--- src/rtl/fuse_dec_pkg.sv ---
package fuse_dec_pkg;

  localparam int BLKW = 13;
  localparam logic [7:0] ERASED = 8'hFF;

  typedef enum logic [3:0] {
    S_IDLE, S_FILL, S_HA, S_HB, S_DEC, S_WCHK,
    S_D0A, S_D0B, S_D1A, S_D1B, S_WLO, S_WHI, S_NXT
  } dec_state_e;

  typedef struct packed {
    logic [15:0]     page;
    logic [BLKW-1:0] blk;
    logic [3:0]      wmask;
  } rec_hdr_t;

endpackage

--- src/rtl/fuse_hdr_split.sv ---
module fuse_hdr_split
  import fuse_dec_pkg::*;
#(
  parameter int SHORT_PAGE = 7
) (
  input  logic       short_fmt,
  input  logic [3:0] b0,
  input  logic [7:0] b1,
  input  logic [7:0] b2,
  output rec_hdr_t   hdr
);

  always_comb begin
    if (short_fmt) begin
      // two-byte form: {b0,b1}, block in 11:4, mask in 3:0
      hdr.page  = 16'(SHORT_PAGE);
      hdr.blk   = BLKW'({b0, b1[7:4]});
      hdr.wmask = b1[3:0];
    end else begin
      // three-byte form: {b0,b1,b2}, page 19:17, block 16:4, mask 3:0
      hdr.page  = {13'd0, b0[3:1]};
      hdr.blk   = {b0[0], b1, b2[7:4]};
      hdr.wmask = b2[3:0];
    end
  end

endmodule

--- src/rtl/fuse_win_clip.sv ---
module fuse_win_clip #(
  parameter int LW = 16
) (
  input  logic [LW+1:0] laddr,
  input  logic [LW-1:0] off,
  input  logic [LW-1:0] wsize,
  input  logic          page_hit,
  output logic          hit,
  output logic          lo_en,
  output logic          hi_en,
  output logic [LW-1:0] lo_addr,
  output logic [LW-1:0] hi_addr
);

  logic [LW+1:0] lo_lim, wend, hi_lim;
  logic          first_w, last_w;

  assign lo_lim  = {2'b00, off[LW-1:1], 1'b0};
  assign wend    = {2'b00, off} + {2'b00, wsize};
  assign hi_lim  = wend + {{(LW+1){1'b0}}, wend[0]};
  assign hit     = page_hit && (laddr >= lo_lim) && (laddr < hi_lim);
  assign first_w = (laddr == lo_lim) && off[0];
  assign last_w  = ((laddr + (LW+2)'(2)) == hi_lim) && wend[0];
  assign lo_en   = hit && !first_w;
  assign hi_en   = hit && (first_w || !last_w);
  assign lo_addr = laddr[LW-1:0] - off;
  assign hi_addr = lo_addr + LW'(1);

endmodule

--- src/rtl/fuse_rec_decoder.sv ---
module fuse_rec_decoder
  import fuse_dec_pkg::*;
#(
  parameter int AW         = 16,
  parameter int MAX_BLK    = 'h2000,
  parameter int SHORT_PAGE = 7
) (
  input  logic          clk,
  input  logic          rst,
  input  logic          start,
  input  logic [AW-1:0] phys_size,
  input  logic [AW-1:0] scan_start,
  input  logic [31:0]   win_desc,
  input  logic [15:0]   win_size,
  output logic [AW-1:0] rd_addr,
  input  logic [7:0]    rd_data,
  output logic          wr_en,
  output logic [15:0]   wr_addr,
  output logic [7:0]    wr_data,
  output logic          done,
  output logic          err
);

  localparam int LW = 16;
  localparam logic [BLKW:0] BLK_LIM = (BLKW+1)'(MAX_BLK);

  dec_state_e    st;
  logic [AW-1:0] ptr, psize_q;
  logic [15:0]   page_q;
  logic [LW-1:0] off_q, wsize_q, fill_cnt;
  logic [3:0]    h0;
  logic [7:0]    h1, h2, v0, v1;
  logic [1:0]    hidx, widx;
  logic          wr_en_q, done_q, err_q;
  logic [LW-1:0] wr_addr_q;
  logic [7:0]    wr_data_q;

  rec_hdr_t      hdr;
  logic          short_fmt, blk_bad, tail_short, more, present;
  logic [1:0]    hdr_last;
  logic [LW+1:0] laddr;
  logic          c_hit, c_lo, c_hi;
  logic [LW-1:0] c_lo_addr, c_hi_addr;

  assign short_fmt  = (page_q == 16'(SHORT_PAGE));
  assign hdr_last   = short_fmt ? 2'd1 : 2'd2;
  assign blk_bad    = {1'b0, hdr.blk} >= BLK_LIM;
  assign tail_short = ({1'b0, ptr} + (AW+1)'(1)) >= {1'b0, psize_q};
  assign more       = ptr < psize_q;
  assign present    = !hdr.wmask[widx];
  assign laddr      = {2'b00, hdr.blk, 3'b000} + {{(LW-1){1'b0}}, widx, 1'b0};

  fuse_hdr_split #(.SHORT_PAGE(SHORT_PAGE)) u_split (
    .short_fmt(short_fmt), .b0(h0), .b1(h1), .b2(h2), .hdr(hdr)
  );

  fuse_win_clip #(.LW(LW)) u_clip (
    .laddr(laddr), .off(off_q), .wsize(wsize_q),
    .page_hit(hdr.page == page_q),
    .hit(c_hit), .lo_en(c_lo), .hi_en(c_hi),
    .lo_addr(c_lo_addr), .hi_addr(c_hi_addr)
  );

  always_ff @(posedge clk) begin
    if (rst) begin
      st <= S_IDLE;   ptr <= '0;   psize_q <= '0;  page_q <= '0;
      off_q <= '0;    wsize_q <= '0; fill_cnt <= '0;
      h0 <= '0; h1 <= '0; h2 <= '0; v0 <= '0; v1 <= '0;
      hidx <= '0; widx <= '0;
      wr_en_q <= 1'b0; wr_addr_q <= '0; wr_data_q <= '0;
      done_q <= 1'b0;  err_q <= 1'b0;
    end else begin
      wr_en_q <= 1'b0;
      done_q  <= 1'b0;
      case (st)
        S_IDLE: if (start) begin
          psize_q  <= phys_size;
          ptr      <= scan_start;
          page_q   <= win_desc[31:16];
          off_q    <= win_desc[15:0];
          wsize_q  <= win_size;
          fill_cnt <= '0;
          hidx     <= '0;
          err_q    <= 1'b0;
          st       <= (win_size == '0) ? S_HA : S_FILL;
        end
        S_FILL: begin
          wr_en_q   <= 1'b1;
          wr_addr_q <= fill_cnt;
          wr_data_q <= ERASED;
          fill_cnt  <= fill_cnt + LW'(1);
          if (fill_cnt == wsize_q - LW'(1)) st <= S_HA;
        end
        S_HA: st <= S_HB;
        S_HB: begin
          if (rd_data == ERASED) begin
            done_q <= 1'b1;
            st     <= S_IDLE;
          end else begin
            case (hidx)
              2'd0:    h0 <= rd_data[3:0];
              2'd1:    h1 <= rd_data;
              default: h2 <= rd_data;
            endcase
            ptr <= ptr + AW'(1);
            if (hidx == hdr_last) st <= S_DEC;
            else begin
              hidx <= hidx + 2'd1;
              st   <= S_HA;
            end
          end
        end
        S_DEC: begin
          hidx <= '0;
          widx <= '0;
          if (blk_bad) begin
            err_q <= 1'b1; done_q <= 1'b1; st <= S_IDLE;
          end else st <= S_WCHK;
        end
        S_WCHK: begin
          if (!present) st <= S_NXT;
          else if (tail_short) begin
            err_q <= 1'b1; done_q <= 1'b1; st <= S_IDLE;
          end else if (c_hit) st <= S_D0A;
          else begin
            ptr <= ptr + AW'(2);
            st  <= S_NXT;
          end
        end
        S_D0A: st <= S_D0B;
        S_D0B: begin v0 <= rd_data; ptr <= ptr + AW'(1); st <= S_D1A; end
        S_D1A: st <= S_D1B;
        S_D1B: begin v1 <= rd_data; ptr <= ptr + AW'(1); st <= S_WLO; end
        S_WLO: begin
          wr_en_q <= c_lo; wr_addr_q <= c_lo_addr; wr_data_q <= v0;
          st <= S_WHI;
        end
        S_WHI: begin
          wr_en_q <= c_hi; wr_addr_q <= c_hi_addr; wr_data_q <= v1;
          st <= S_NXT;
        end
        S_NXT: begin
          if (widx == 2'd3) begin
            if (more) st <= S_HA;
            else begin
              done_q <= 1'b1; st <= S_IDLE;
            end
          end else begin
            widx <= widx + 2'd1;
            st   <= S_WCHK;
          end
        end
        default: st <= S_IDLE;
      endcase
    end
  end

  assign rd_addr = ptr;
  assign wr_en   = wr_en_q;
  assign wr_addr = wr_addr_q;
  assign wr_data = wr_data_q;
  assign done    = done_q;
  assign err     = err_q;


  wr_in_window_chk: assert property (@(posedge clk) disable iff (rst)
    wr_en |-> (wr_addr < wsize_q));


  ptr_step_chk: assert property (@(posedge clk) disable iff (rst)
    (st != S_IDLE && $past(st) != S_IDLE) |-> ((ptr - $past(ptr)) <= AW'(2)));


  done_pulse_chk: assert property (@(posedge clk) disable iff (rst)
    done |=> !done);


  err_with_done_chk: assert property (@(posedge clk) disable iff (rst)
    $rose(err) |-> done);

endmodule

--- config.mk ---
export PLATFORM = sky130hd
export DESIGN_NAME = fuse_rec_decoder
export DESIGN_NICKNAME = d
export VERILOG_FILES = /design/src/rtl/fuse_dec_pkg.sv /design/src/rtl/fuse_hdr_split.sv /design/src/rtl/fuse_win_clip.sv /design/src/rtl/fuse_rec_decoder.sv
export SDC_FILE = /design/constraint.sdc
export NUM_CORES = 1
export LEC_CHECK = 0
export BUFFER_PORTS_ARGS = -buffer_cell sky130_fd_sc_hd__clkbuf_2
export CAP_MARGIN = 20
export CORE_MARGIN = 4
export CORE_UTILIZATION = 30
export DETAILED_ROUTE_END_ITERATION = 16
export HOLD_SLACK_MARGIN = 0.05
export PLACE_DENSITY = 0.49
export REMOVE_ABC_BUFFERS = 1
export SLEW_MARGIN = 0
export SYNTH_ARGS = -nofsm -noshare
export SYNTH_HDL_FRONTEND = slang
export SYNTH_SLANG_ARGS = --single-unit
--- constraint.sdc ---
create_clock -name clk -period 5.6 [get_ports clk]
set_clock_uncertainty 0.1 [all_clocks]
set_input_delay 0 -clock clk [delete_from_list [all_inputs] [get_ports clk]]
set_output_delay 0 -clock clk [all_outputs]
set_load 0.01 [all_outputs]
==> results.sh <==
export IMPL_pin_count_of_the_biggest_net_entering_global_routing=85
export IMPL_yosys_warnings=0
export IMPL_cts_root_buf="sky130_fd_sc_hd__clkbuf_16"
export IMPL_vias=11900
export IMPL_clk_path_buf_depth=2
export IMPL_num_antenna_cells=0
export IMPL_setup_violations=0
export IMPL_max_vdd_ir_drop_v=0.000201
export IMPL_yosys_area_top_type_share_pct=27.6
export IMPL_final_core_util_pct=37.4
export IMPL_synthToLayoutAreaGrowth_pct=22.6
export IMPL_routabilityCongestion=0.848
export IMPL_grt_ovfl_total=0
export IMPL_p_comb_share_pct=31.5
export IMPL_crit_path_start_kind="flop"
export IMPL_clock_sinks=167
export IMPL_cts_buffers_inserted=17
export IMPL_finalInstanceArea_um2=14900
export IMPL_groute_usage_overall_pct=18.0
export IMPL_synthTopCellsByCount="307 x sky130_fd_sc_hd__nand2_1, 171 x sky130_fd_sc_hd__a21oi_1, 167 x sky130_fd_sc_hd__dfxtp_1"
export IMPL_synthDistinctLibCells=79
export IMPL_hp_class="in -> reg"
export IMPL_hold_viol=0
export IMPL_route_detailed_drc=0
export IMPL_synth_most_common_cell="sky130_fd_sc_hd__nand2_1"
export IMPL_first_iter_violations=802
export IMPL_std_cell_rows=73
export IMPL_result_of_the_run="finished clean"
export IMPL_die_area_um2=43700
export IMPL_cellLeakagePower_nw=5.98
export IMPL_dp_cells=2215
export IMPL_number_of_flip_flops_and_latches_in_the_synthesized_netlist=167
export IMPL_achievable_frequency_ghz=0.189
export IMPL_edff_count_synth=0
export IMPL_transition_at_the_pin_with_the_smallest_max_transition_slack_ns=0.997
export IMPL_clock_pin_slew_on_the_worst_setup_and_hold_paths_ns=0.08
export IMPL_routed_wire_length_per_instance_um=17.2
export IMPL_dr_pass1_iters=5
export IMPL_wirelength_mm=40.2
export IMPL_power_per_cell_area_nw_per_um2=251
export IMPL_post_synth_instance_area_um2=12100
export IMPL_slew_violations=0
export IMPL_postSynthAreaPerCell_um2=7.51
export IMPL_core_region_area_um2=39800
export IMPL_final_cell_count_no_fill=2338
export IMPL_number_of_levels_in_the_clock_h_tree=4
export IMPL_hold_worst_slack_ns=0.207
export IMPL_postPlaceCellArea_um2=13300
export IMPL_netlist_top_cells_area="sky130_fd_sc_hd__dfxtp_1 28%, sky130_fd_sc_hd__nand2_1 9.5%, sky130_fd_sc_hd__ha_1 9.1%"
export IMPL_final_antenna_net_count=0
export IMPL_critical_path_arrival_ns=5.55
export IMPL_number_of_global_route_vias_before_repair=11500
export IMPL_cts_tree="built"
export IMPL_worst_setup_path_type="reg -> reg"
export IMPL_grt_antenna_before_repair=0
export IMPL_finalNetCount=1981
export IMPL_internal_power_mw=2.35
export IMPL_synthesis_instances=1614
export IMPL_clock_latency_ns=0.46
export IMPL_synth_largest_area_cell="sky130_fd_sc_hd__dfxtp_1"
export IMPL_power_frac_clock_pct=32.3
export IMPL_min_path_cells=4
export IMPL_dp_hpwl_mm=30.1
export IMPL_reg_power_share_pct=36.2
export IMPL_maxCapViolations=0
export IMPL_period_minus_slack_ns=5.30
export IMPL_worst_r2r_path_depth=23
export IMPL_required_ns=5.85
export IMPL_max_slew_headroom_at_the_worst_pin_pct=33.5
export IMPL_die_h_um=209
export IMPL_final_layout_size_suffix_gt1_share_pct=12.6
export IMPL_grt_first_pass_wirelength_mm=63.6
export IMPL_viasPerCell=5.10
export IMPL_synth_main_ff_cell="sky130_fd_sc_hd__dfxtp_1"
export IMPL_initial_utilization_pct=30.5
export IMPL_critical_path_max_fanout=11
export IMPL_netSwitchingFraction_pct=37.1
export IMPL_critical_path_endpoint_type="flop"
export IMPL_ys_async_sr_fraction_pct=0
export IMPL_ys_seq_area_share_pct=27.6
export IMPL_min_period_over_period_pct=94.7
export IMPL_port_buffer_count=133
export IMPL_num_io_pins=134
export IMPL_net_switching_power_mw=1.39
export IMPL_die_wd_um=209
layout by cell type (no fill, tap or decap), drive strengths merged, types with 7 or more instances in the layout:
master | synthesis | routed
nor2 | 130 | 130
or3 | 12 | 12
a31oi | 9 | 9
a22oi | 20 | 20
and3 | 20 | 20
o211ai | 12 | 12
nor3 | 26 | 26
or2 | 13 | 13
and2 | 14 | 14
nand2 | 307 | 307
nand3b | 8 | 8
mux2i | 37 | 37
clkinv | 0 | 7
o31ai | 8 | 8
a311oi | 18 | 18
xor2 | 39 | 39
nand4 | 25 | 25
nand2b | 17 | 17
a21oi | 172 | 172
o21a | 14 | 14
inv | 55 | 62
xnor2 | 77 | 77
nand3 | 52 | 52
dlygate4sd3 | 0 | 90
clkbuf | 78 | 149
a21o | 18 | 18
ha | 88 | 88
dfxtp | 167 | 167
nor4 | 18 | 18
o21ai | 53 | 53
buf | 7 | 30
nor2b | 13 | 13
a211oi | 8 | 8
flip-flops by register name, summed over array words and instances (netlist names), 8 cells and up:
| name | flops |
|---|---|
| wsize_q | 16 |
| fill_cnt | 16 |
| h1 | 8 |
| off_q | 16 |
| wr_addr | 16 |
| psize_q | 16 |
| page_q | 16 |
| v0 | 8 |
| h2 | 8 |
| rd_addr | 16 |
| wr_data | 8 |
| v1 | 8 |
worst paths after layout:
kind / start / endpoint / slack [ns]
worst max-delay path: wsize_q[0]$_SDFFE_PP0P_ / rd_addr[11]$_SDFFE_PP0P_ / 0.30
worst min-delay path: win_desc[5] / off_q[5]$_SDFFE_PP0P_ / 0.21
worst max register to register: wsize_q[0]$_SDFFE_PP0P_ / rd_addr[11]$_SDFFE_PP0P_ / 0.30
worst min register to register: v0[0]$_SDFFE_PP0P_ / v0[0]$_SDFFE_PP0P_ / 0.36
kinds of logic after synthesis:
kind of cell    after synthesis  share of synthesized area (%)
simple gates                675                           25.7
compound gates              382                           20.2
flops                       167                           27.6
buf+inv                     140                           4.42
xor+xnor                    120                           9.15
fa+ha+maj                    90                           9.41
mux                          40                           3.52
power groups by stage:
stage / Clock, mW / Combinational, mW / Sequential, mW
finish: 1.21 / 1.17 / 1.35
global route: 1.28 / 1.31 / 1.36
CTS: 1.24 / 1.18 / 1.35
detailed placement: 0 / 1.12 / 1.38
global placement: 0 / 1.11 / 1.38
floorplan: 0 / 0.734 / 1.37
worst max-delay path, stage by stage (launching register included):
cell	delay [ns]
sky130_fd_sc_hd__dfxtp_1	0.35
sky130_fd_sc_hd__ha_1	0.19
sky130_fd_sc_hd__inv_1	0.06
sky130_fd_sc_hd__fa_1	0.41
sky130_fd_sc_hd__nand2b_1	0.24
sky130_fd_sc_hd__a21o_1	0.22
sky130_fd_sc_hd__a211oi_1	0.27
sky130_fd_sc_hd__o22ai_1	0.16
sky130_fd_sc_hd__nand4b_4	0.25
sky130_fd_sc_hd__nor2_1	0.17
sky130_fd_sc_hd__mux2i_1	0.22
sky130_fd_sc_hd__xor2_1	0.21
sky130_fd_sc_hd__ha_1	0.29
sky130_fd_sc_hd__nand3_1	0.09
sky130_fd_sc_hd__nor2_1	0.06
sky130_fd_sc_hd__a221o_1	0.29
sky130_fd_sc_hd__nor3_1	0.18
sky130_fd_sc_hd__o21ai_1	0.15
sky130_fd_sc_hd__a311oi_2	0.29
sky130_fd_sc_hd__o221ai_4	0.24
sky130_fd_sc_hd__a31oi_4	0.23
sky130_fd_sc_hd__buf_4	0.21
sky130_fd_sc_hd__nor2_1	0.07
sky130_fd_sc_hd__o221a_2	0.25
final cells by class:
type | instances | area, um^2
clock buffer | 17 | 425
clock inverter | 15 | 160
fill | 4194 | 24900
inverter | 55 | 206
multi-input combinational | 1307 | 8300
sequential | 167 | 3340
tap | 525 | 657
timing repair buffer | 252 | 1790
what timing repair did:
| item | CTS | global route |
|---|---|---|
| endpoints found under the setup margin | 0 | 18 |
| hold buffers | 90 | 0 |
| setup buffers | 0 | 1 |
| endpoints found under the hold margin | 121 | 0 |
| gates resized for setup | 0 | 8 |
stage by stage:
stage	total power [mW]	worst slack, ns	setup TNS [ns]
floorplan	2.11	0.337	0
global placement	2.49	0.174	0
detailed placement	2.50	0.0699	0
CTS	3.76	0.0319	0
global route	3.95	-0.0252	-0.0504
finish	3.73	0.298	0
per-layer routing:
layer,GRT usage [%],part of all wire [%],vias up
met4,4.52,1.5,0
met2,30.8,48,235
met3,2.34,3.6,39
li1,-,-,6055
met1,24.0,47,5601
met5,0,0,-
No activity file was read; power rests on OpenSTA's default activity.
